File: config.mk
export PLATFORM = sky130hd
export DESIGN_NAME = wp_key_gate
export DESIGN_NICKNAME = d
export VERILOG_FILES = /design/src/rtl/wpg_pkg.sv /design/src/rtl/wpg_addr_dec.sv /design/src/rtl/wpg_key_slot.sv /design/src/rtl/wpg_fwd.sv /design/src/rtl/wp_key_gate.sv
export SDC_FILE = /design/constraint.sdc
export NUM_CORES = 1
export LEC_CHECK = 0
export BUFFER_PORTS_ARGS = -buffer_cell sky130_fd_sc_hd__buf_2
export CAP_MARGIN = 30
export CORE_MARGIN = 8
export CORE_UTILIZATION = 28
export DETAILED_ROUTE_END_ITERATION = 16
export PLACE_DENSITY = 0.73
export SYNTH_ARGS = -nofsm -noshare
export SYNTH_HDL_FRONTEND = slang
export SYNTH_HIERARCHICAL = 1
export SYNTH_SLANG_ARGS = --single-unit
File: constraint.sdc
create_clock -name clk -period 1.8 [get_ports clk]
set_clock_uncertainty 0.15 [all_clocks]
set_input_delay 0.09 -clock clk [delete_from_list [all_inputs] [get_ports clk]]
set_output_delay 0.09 -clock clk [all_outputs]
set_load 0.01 [all_outputs]
File: src/rtl/wpg_pkg.sv
package wpg_pkg;

    localparam int WORD_W   = 32;
    localparam int NUM_KEYS = 2;

    typedef logic [WORD_W-1:0] word_t;

    // Gate state as seen by the rest of the block
    typedef enum logic {
        GATE_OPEN   = 1'b0,
        GATE_CLOSED = 1'b1
    } gate_e;

    // Per-access request bundle
    typedef struct packed {
        logic  wr;
        logic  rd;
        word_t data;
    } req_t;

    // Byte offset of each key slot
    function automatic logic [15:0] key_offset(input int idx);
        case (idx)
            0:       return 16'h006C;
            default: return 16'h0070;
        endcase
    endfunction

    // Magic word expected in each key slot
    function automatic word_t key_value(input int idx);
        case (idx)
            0:       return 32'h83E7_0B13;
            default: return 32'h95A4_F1E0;
        endcase
    endfunction

endpackage

File: src/rtl/wpg_addr_dec.sv
module wpg_addr_dec
    import wpg_pkg::*;
#(
    parameter int ADDR_W = 8
) (
    input  logic [ADDR_W-1:0]   addr,
    output logic [NUM_KEYS-1:0] slot_sel,
    output logic                is_slot
);

    for (genvar g = 0; g < NUM_KEYS; g++) begin : g_cmp
        localparam logic [ADDR_W-1:0] OFF = ADDR_W'(key_offset(g));
        assign slot_sel[g] = (addr == OFF);
    end

    assign is_slot = |slot_sel;

endmodule

File: src/rtl/wpg_key_slot.sv
module wpg_key_slot
    import wpg_pkg::*;
#(
    parameter word_t KEY = 32'h0
) (
    input  logic  clk,
    input  logic  rst,
    input  logic  wr_sel,
    input  word_t wdata,
    output logic  match
);

    logic match_q;

    // Keep only the comparison result, not the written word
    always_ff @(posedge clk) begin
        if (rst) begin
            match_q <= 1'b0;
        end else if (wr_sel) begin
            match_q <= (wdata == KEY);
        end
    end

    assign match = match_q;

    AST_SLOT_CLEAR: assert property (@(posedge clk) $past(rst) |-> !match_q);
    AST_BAD_KEY_DROPS: assert property (@(posedge clk) disable iff (rst)
        (wr_sel && wdata != KEY) |=> !match_q);
    AST_GOOD_KEY_SETS: assert property (@(posedge clk) disable iff (rst)
        (wr_sel && wdata == KEY) |=> match_q);

endmodule

File: src/rtl/wpg_fwd.sv
module wpg_fwd
    import wpg_pkg::*;
(
    input  logic  clk,
    input  logic  rst,
    input  req_t  req,
    input  logic  is_slot,
    input  gate_e gate,
    output logic  reg_wr_en,
    output logic  reg_rd_en,
    output logic  bus_ack
);

    logic ack_q;

    always_comb begin
        reg_wr_en = req.wr && !is_slot && (gate == GATE_OPEN);
        reg_rd_en = req.rd;
    end

    // Every access completes one cycle later, forwarded or not
    always_ff @(posedge clk) begin
        if (rst) begin
            ack_q <= 1'b0;
        end else begin
            ack_q <= req.wr || req.rd;
        end
    end

    assign bus_ack = ack_q;

    AST_CLOSED_BLOCKS: assert property (@(posedge clk) disable iff (rst)
        (gate == GATE_CLOSED) |-> !reg_wr_en);
    AST_SLOT_NOT_FWD: assert property (@(posedge clk) disable iff (rst)
        is_slot |-> !reg_wr_en);
    AST_ACK_FOLLOWS: assert property (@(posedge clk) disable iff (rst)
        (req.wr || req.rd) |=> bus_ack);
    AST_NO_SPURIOUS_ACK: assert property (@(posedge clk) disable iff (rst)
        !(req.wr || req.rd) |=> !bus_ack);

endmodule

File: src/rtl/wp_key_gate.sv
module wp_key_gate
    import wpg_pkg::*;
#(
    parameter int ADDR_W = 8
) (
    input  logic              clk,
    input  logic              rst,
    input  logic              bus_wr,
    input  logic              bus_rd,
    input  logic [ADDR_W-1:0] bus_addr,
    input  logic [WORD_W-1:0] bus_wdata,
    output logic              reg_wr_en,
    output logic              reg_rd_en,
    output logic              bus_ack,
    output logic              locked
);

    logic [NUM_KEYS-1:0] slot_sel;
    logic [NUM_KEYS-1:0] slot_match;
    logic                is_slot;
    gate_e               gate;
    req_t                req;

    assign req = '{wr: bus_wr, rd: bus_rd, data: bus_wdata};

    wpg_addr_dec #(.ADDR_W(ADDR_W)) u_dec (
        .addr     (bus_addr),
        .slot_sel (slot_sel),
        .is_slot  (is_slot)
    );

    for (genvar g = 0; g < NUM_KEYS; g++) begin : g_slot
        wpg_key_slot #(.KEY(key_value(g))) u_slot (
            .clk    (clk),
            .rst    (rst),
            .wr_sel (bus_wr && slot_sel[g]),
            .wdata  (bus_wdata),
            .match  (slot_match[g])
        );
    end

    assign gate   = (&slot_match) ? GATE_OPEN : GATE_CLOSED;
    assign locked = (gate == GATE_CLOSED);

    wpg_fwd u_fwd (
        .clk       (clk),
        .rst       (rst),
        .req       (req),
        .is_slot   (is_slot),
        .gate      (gate),
        .reg_wr_en (reg_wr_en),
        .reg_rd_en (reg_rd_en),
        .bus_ack   (bus_ack)
    );

    AST_RESET_LOCKS: assert property (@(posedge clk) $past(rst) |-> locked);
    AST_OPEN_HOLDS: assert property (@(posedge clk) disable iff (rst)
        (!locked && !(bus_wr && is_slot)) |=> !locked);
    AST_CLOSED_HOLDS: assert property (@(posedge clk) disable iff (rst)
        (locked && !(bus_wr && is_slot)) |=> locked);

endmodule

==> parameters.txt, run 1 <==
Parameter                              Value

Status
  Outcome ... completed

Final layout
  Area grow syn2layout ... 91.7%
  Final standard cell count with taps included and fillers excluded ... 116
  Final instance area ... 756 sq um
  Number of nets in the final layout ... 146
  Total inserted antenna cells ... 0
  Layout cells sized above 1 ... 60.4%

Yosys
  Area share of the largest cell type after synthesis ... 15.2%
  FFs w/ async S/R, synth ... 0%
  Netlist Area Pre-Place ... 394 sq um
  Sequential cell area fraction in the yosys report ... 15.2%
  Most instantiated flip-flop cell in the synthesis netlist ... sky130_fd_sc_hd__dfxtp_1
  Largest area contributor in the synthesized netlist ... sky130_fd_sc_hd__dfxtp_1
  Number of enable flip-flop cells after synthesis ... 0
  Avg Inst Size Synth ... 9.17 sq um
  Net count after synthesis ... 87
  Number of cells produced by synthesis ... 43
  Number of storage elements in the synthesis netlist ... 3
  Warnings from Yosys ... 6
  Main area contributors after synthesis ... sky130_fd_sc_hd__dfxtp_1 (15%), sky130_fd_sc_hd__and4b_1 (7.6%), sky130_fd_sc_hd__nor4bb_1 (7.6%)
  Number of different library cells in the post-synthesis netlist ... 23

Critical path
  Max Fanout on Critical Path ... 2
  Depth of the critical timing path with buffers and inverters included ... 8
  Crit path largest cell delay ... 0.47 ns
  Data required, critical path ... 1.82 ns
  Number of cells on the worst reg-to-reg path ... 2
  Largest delay share family, worst path ... simple AND/OR/NAND/NOR gates
  Cell with the biggest individual delay on the critical path ... sky130_fd_sc_hd__or4b_1
  Worst setup SP type ... input port
  Capturing element type of the critical path ... flop
  Buffering stage count on the worst path with inverters included ... 1
  Worst EP arrival ... 1.73 ns
  Category of the critical setup timing path ... in2reg
  Ordered cell list for the critical path ... buf_2 -> or3b_4 -> nor3_2 -> and2_1 -> nor4b_4 -> nand4_1 -> or4b_1 -> o21ai_1

Timing
  Worst relative slew slack ... 80.7%
  Share of the clock period used by the worst path ... 95.1%
  Peak Freq ... 584 MHz
  Minimum clock period after layout ... 1.71 ns
  Measured slew at the worst slew-check pin ... 0.286 ns
  Number of hold violations in the final report ... 0
  Total of endpoints with negative setup slack in the final report ... 0
  Final total negative setup slack ... 0 ns
  Max Transition Viols Final ... 0

Floorplan
  Die outline area ... 2860 sq um
  CORE AREA ... 1300 sq um
  Vertical extent of the die ... 53.5 microns
  Standard-cell row count ... 13
  Ports ... 48
  Overall die width ... 53.5 microns
  Initial cell density of the core ... 30.3%

Drt
  Routed length per placed instance ... 13.2 microns
  Detailed Route Iter0 Violations ... 12
  Avg Vias per Cell ... 5.12
  1st-pass router iterations ... 2
  Total wire length after detailed routing ... 1.54 mm
  Count of nets left with antenna violations after detail routing ... 0
  Via count ... 594
  Number of DRC violations after detailed routing ... 0

Power and ir drop
  Standby leakage power ... 0.335 nW
  Cell Pwr Density ... 379 nW/um^2
  Worst supply voltage drop on vdd ... 0.247 mV
  Post-route total power ... 0.287 mW

Global route
  Maximum number of pins on one net before global-route repair ... 6
  Global-route wire length before repair ... 2.57 mm
  Number of global-route vias before repair ... 679
  Aggregate global routing overflow ... 0
  Global-route usage over all layers ... 11.6%
  Number of antenna violations at the first check in global routing ... 0

Placement
  Instance area after placement ... 663 sq um
  Final weighted congestion in routability-driven placement ... 0.633
  Hpwl dp ... 1.36 mm
  Number of placed instances with taps included ... 107
  IO buf count ... 47

Clocking
  Number of buffers on the longest clock path ... 2
  Number of buffers created by CTS ... 3
  Cell chosen for the clock root ... sky130_fd_sc_hd__clkbuf_4
  Clock network latency to the later pin of the worst-skew pair ... 0.24 ns
  TritonCTS clock tree ... done
  CTS clock-pin slew for the worst setup and hold paths ... 0.03 ns
  Count of H-tree levels built during CTS ... 1
  Clk sink count ... 3

Flow run
  Max-cap check violation count ... 0

Hold path
  Number of instances on the worst hold path ... 4
  Type of the worst min-delay path ... in2reg
path summary, 6_finish.rpt:
check                           slack [ns]                   start                      to
worst max-delay path                  0.09             bus_addr[3]  g_slot[1].u_slot/match
worst max register to register        1.12  g_slot[1].u_slot/match  g_slot[1].u_slot/match
worst min-delay path                 0.006           bus_wdata[30]  g_slot[0].u_slot/match
worst min register to register        0.30  g_slot[0].u_slot/match  g_slot[0].u_slot/match
metal layers:
layer / global-route usage [%] / up-vias / part of all wire [%]
li1: - / 298 / -
met1: 12.6 / 259 / 43
met2: 19.9 / 34 / 47
met4: 5.04 / 0 / 1.1
met5: 0 / - / 0
met3: 4.20 / 3 / 8.8
through the flow:
stage	util, %	setup WS (ns)	hold slack (ns)
after floorplan	-	0.0234	0.0598
after global placement	51.0	-0.128	0.162
after detailed placement	51.0	-0.188	0.166
after CTS	56.8	0.0579	0.00223
after global routing	58.1	-0.0244	0.0252
final	58.1	0.0883	0.00646
flip-flops by register name, indices dropped and copies added (netlist names):
name / flops
u_fwd/bus_ack: 1
g_slot.u_slot/match: 2
worst reg2reg max path, delay by kind of cell, from the launching register on:
kind,cells,cell delay [ns]
AO/OA/AOI/OAI,1,0.06
flip-flops,1,0.30
AND/OR/NAND/NOR,1,0.05
logic make-up (layout without fill, tap and decap cells):
| group | Yosys count | in the layout | synth area share [%] |
|---|---|---|---|
| simple gates | 35 | 35 | 74.6 |
| flops | 3 | 3 | 15.2 |
| buf+inv | 1 | 59 | 1.91 |
| compound gates | 4 | 4 | 8.25 |
what timing repair did:
action	4_1_cts	5_1_grt
resized for setup	0	3
hold endpoints to repair	3	0
hold buffers	5	0
buffers inserted	0	0
endpoints found under the setup margin	0	1
power by group:
| part | leakage [nW] | switching (mW) | total (mW) | internal, mW |
|---|---|---|---|---|
| logic | 0.295 | 0.0383 | 0.0961 | 0.0578 |
| clock network | 0.0150 | 0.0386 | 0.122 | 0.0833 |
| registers | 0.0245 | 0.000348 | 0.0687 | 0.0684 |
layout by cell type, fill, tap and decap left out, types with 3 or more instances in the layout:
cell / n
sky130_fd_sc_hd__dfxtp_1: 3
sky130_fd_sc_hd__dlygate4sd3_1: 5
sky130_fd_sc_hd__and4b_1: 3
sky130_fd_sc_hd__or4b_1: 3
sky130_fd_sc_hd__clkbuf_4: 3
sky130_fd_sc_hd__buf_2: 47
sky130_fd_sc_hd__nand4_1: 3
sky130_fd_sc_hd__nand2_1: 3
sky130_fd_sc_hd__buf_4: 3
sky130_fd_sc_hd__nor4bb_1: 3
final cells by class:
class                   instances  area [sq um]
repair buffers                 55           308
fillers                       123           546
clock buffers                   4          26.3
well taps                      15          18.8
flip-flops and latches          3          60.1
multi-input cells              39           343
Power figures use the tool's default switching activity.
==> run 2, diff against run 1 <==
--- a/config.mk
+++ b/config.mk
@@ -8,10 +8,9 @@
 export BUFFER_PORTS_ARGS = -buffer_cell sky130_fd_sc_hd__buf_2
 export CAP_MARGIN = 30
 export CORE_MARGIN = 8
-export CORE_UTILIZATION = 28
+export CORE_UTILIZATION = 25
 export DETAILED_ROUTE_END_ITERATION = 16
-export PLACE_DENSITY = 0.73
+export PLACE_DENSITY = 0.72
 export SYNTH_ARGS = -nofsm -noshare
 export SYNTH_HDL_FRONTEND = slang
-export SYNTH_HIERARCHICAL = 1
 export SYNTH_SLANG_ARGS = --single-unit
==> run 2 against run 1 <==
Wire length fell by 13%. Core utilization fell by 8.6 points. Synthesized cell count rose by 2.3%. Highest routed layer is now met3.
==> parameters.txt, run 2 <==
Parameter                              Value

Yosys
  Most instantiated flip-flop cell in the synthesis netlist ... sky130_fd_sc_hd__dfxtp_1
  Most frequent cell after synthesis ... sky130_fd_sc_hd__nand2_1
  FFs w/ async S/R, synth ... 0% (unchanged)
  Warnings from Yosys ... 0 (-6)
  Avg Inst Size Synth ... 7.42 sq um (-19%)
  Sequential cell area fraction in the yosys report ... 18.4% (+3.2 points)
  Number of different library cells in the post-synthesis netlist ... 19 (-17%)
  Area share of the largest cell type after synthesis ... 18.4% (+3.2 points)
  Number of enable flip-flop cells after synthesis ... 0 (unchanged)
  Top post-synthesis cells by count ... sky130_fd_sc_hd__nand2_1 (8), sky130_fd_sc_hd__nor2_1 (6), sky130_fd_sc_hd__nor3_1 (4), sky130_fd_sc_hd__and4_1 (3), sky130_fd_sc_hd__dfxtp_1 (3)
  Largest area contributor in the synthesized netlist ... sky130_fd_sc_hd__dfxtp_1
  Main area contributors after synthesis ... sky130_fd_sc_hd__dfxtp_1 (18%), sky130_fd_sc_hd__nand2_1 (9.2%), sky130_fd_sc_hd__and4_1 (8.0%)
  Netlist Area Pre-Place ... 327 sq um (-17%)
  Number of cells produced by synthesis ... 44 (+2.3%)
  Number of storage elements in the synthesis netlist ... 3 (unchanged)
  Net count after synthesis ... 88 (+1.1%)

Global route
  Number of antenna violations at the first check in global routing ... 0 (unchanged)
  Maximum number of pins on one net before global-route repair ... 4 (-2)
  Number of global-route vias before repair ... 566 (-17%)
  Aggregate global routing overflow ... 0 (unchanged)
  Global-route wire length before repair ... 2.01 mm (-22%)
  Global-route usage over all layers ... 9.53% (-2.1 points)

Drt
  Number of DRC violations after detailed routing ... 0 (unchanged)
  Via count ... 524 (-12%)
  Total wire length after detailed routing ... 1.33 mm (-13%)
  1st-pass router iterations ... 4 (+2)
  Routed length per placed instance ... 12.0 microns (-9.3%)
  Count of nets left with antenna violations after detail routing ... 0 (unchanged)
  Avg Vias per Cell ... 4.72 (-7.8%)
  Routed wl met3 ... 137 microns (+1.5%)
  Detailed route wirelength on metal2 ... 672 microns (-7.6%)
  Detailed Route Iter0 Violations ... 10 (-2)
  Highest routed metal layer ... met3
  M1 wire length ... 522 microns (-20%)

Hold path
  Number of instances on the worst hold path ... 4 (unchanged)
  Startpoint of the lowest-slack hold path ... bus_addr[4]
  Type of the worst min-delay path ... in2reg
  Worst-case hold path end point ... g_slot[0].u_slot.match

Flow run
  Max-cap check violation count ... 0 (unchanged)

Power and ir drop
  Sw Share ... 24.4% (-2.6 points)
  Internal power summed over all cells ... 0.199 mW (-5.1%)
  Standby leakage power ... 0.317 nW (-5.2%)
  Clock share of power ... 44.2% (+1.7 points)
  Cell Pwr Density ... 425 nW/um^2 (+12%)
  Total net switching power ... 0.0642 mW (-17%)
  Worst supply voltage drop on vdd ... 0.232 mV (-6.1%)
  Combinational share of power ... 29.7% (-3.8 points)
  Sequential Power Share ... 26.1% (+2.1 points)

Clocking
  Count of H-tree levels built during CTS ... 1 (unchanged)
  CTS clock-pin slew for the worst setup and hold paths ... 0.04 ns (about the same)
  Number of buffers on the longest clock path ... 2 (unchanged)
  Cell chosen for the clock root ... sky130_fd_sc_hd__clkbuf_4
  TritonCTS clock tree ... done
  Clock network latency to the later pin of the worst-skew pair ... 0.23 ns (about the same)
  Number of buffers created by CTS ... 3 (unchanged)
  Clk sink count ... 3 (unchanged)
  Cts repair resizes ... 0 (unchanged)

Floorplan
  Vertical extent of the die ... 52.1 microns (-2.6%)
  Ports ... 48 (unchanged)
  CORE AREA ... 1250 sq um (-3.8%)
  Die outline area ... 2720 sq um (-5.1%)
  Overall die width ... 52.1 microns (-2.6%)
  Standard-cell row count ... 13 (unchanged)
  Initial cell density of the core ... 26.1% (-4.2 points)

Final layout
  Commonest cells after routing, fill and taps aside ... sky130_fd_sc_hd__buf_2 (47), sky130_fd_sc_hd__nand2_1 (8), sky130_fd_sc_hd__nor2_1 (6)
  Area grow syn2layout ... 89.7%
  Number of flip-flops under the largest register name ... 2 (unchanged)
  Total inserted antenna cells ... 0 (unchanged)
  Number of nets in the final layout ... 141 (-3.4%)
  Layout cells sized above 1 ... 55.2% (-5.2 points)
  Util after Layout ... 49.5% (-8.6 points)
  Leading cell type in the layout, fill and taps excluded ... sky130_fd_sc_hd__buf_2

Placement
  IO buf count ... 47 (unchanged)
  Hpwl dp ... 1.20 mm (-12%)
  Final weighted congestion in routability-driven placement ... 0.748 (+18%)

Critical path
  R2R Path End ... g_slot[1].u_slot.match
  Worst EP arrival ... 1.39 ns (-0.34 ns)
  Worst setup SP type ... input port
  R2r setup slk ... 0.99 ns (-0.13 ns)
  Category of the critical setup timing path ... in2reg
  Capturing element type of the critical path ... flop
  Number of cells on the worst reg-to-reg path ... 1 (-1)
  Max Fanout on Critical Path ... 3 (+1)
  Data required, critical path ... 1.82 ns (about the same)
  Startpoint of the most critical register-to-register path ... g_slot[1].u_slot.match

Timing
  Worst relative slew slack ... 76.9% (-3.9 points)
  Max Transition Viols Final ... 0 (unchanged)
  Total of endpoints with negative setup slack in the final report ... 0 (unchanged)
  Number of hold violations in the final report ... 0 (unchanged)
  Minimum clock period after layout ... 1.37 ns (-0.338 ns)
  Peak Freq ... 728 MHz (+25%)
  Measured slew at the worst slew-check pin ... 0.346 ns (+0.0602 ns)
  Final total negative setup slack ... 0 ns (unchanged)
  Share of the clock period used by the worst path ... 76.3% (-19 points)
  RSZ-0062 raised after global routing ... false

Status
  Outcome ... completed
run 2: logic make-up after synthesis:
group | after synthesis | synth area share, %
simple gates | 36 | 69.7
compound gates | 3 | 8.43
buf+inv | 2 | 3.45
flops | 3 | 18.4
run 2: critical path: stages:
cell	delay, ns
sky130_fd_sc_hd__dlygate4sd3_1	0.53
sky130_fd_sc_hd__buf_2	0.14
sky130_fd_sc_hd__nor2_1	0.09
sky130_fd_sc_hd__dlygate4sd3_1	0.54
run 2: how the worst max path moves through the flow:
| stage | start | to | slack (ns) |
|---|---|---|---|
| global route | rst | u_fwd.bus_ack | 0.39 |
| finish | rst | u_fwd.bus_ack | 0.43 |
| detailed placement | bus_addr[2] | reg_wr_en | 0.56 |
| floorplan | bus_wdata[21] | g_slot[0].u_slot.match | 0.75 |
| CTS | rst | u_fwd.bus_ack | 0.44 |
| global placement | bus_addr[2] | g_slot[1].u_slot.match | 0.56 |
run 2: final cells by class:
cell class                 instances  area [sq um]
tap                               15          18.8
timing repair buffer              49           255
sequential                         3          60.1
multi-input combinational         39           255
clock buffer                       4          26.3
fill                             139           633
inverter                           1          3.75
run 2: what timing repair did:
action | 4_1_cts | 5_1_grt
setup buffers | 0 | 0
hold endpoints to repair | 1 | 0
hold buffers | 2 | 0
run 2: per-stage QoR:
stage | setup slack [ns] | cells | instance area (sq um) | hold WS [ns] | total power [mW]
2_1_floorplan | 0.747 | 44 | 327 | 0.0124 | 0.0884
3_3_place_gp | 0.561 | 105 | 573 | 0.142 | 0.142
3_5_place_dp | 0.563 | 105 | 573 | 0.143 | 0.144
4_1_cts | 0.443 | 111 | 619 | 0.0985 | 0.265
5_1_grt | 0.388 | 111 | 619 | 0.126 | 0.282
6_report | 0.426 | 111 | 619 | 0.0921 | 0.263
run 2: routing by layer:
metal	global-route usage, %	up-vias
met4	6.03	0
met1	8.68	219
met3	5.13	0
li1	-	277
met5	0	-
met2	16.2	28
run 2: power by group through the flow:
stage / logic, mW / registers, mW / clock network [mW]
after global placement: 0.0723 / 0.0696 / 0
after detailed placement: 0.0742 / 0.0696 / 0
after floorplan: 0.0179 / 0.0705 / 0
final: 0.0780 / 0.0686 / 0.116
after CTS: 0.0781 / 0.0685 / 0.118
after global routing: 0.0857 / 0.0687 / 0.128
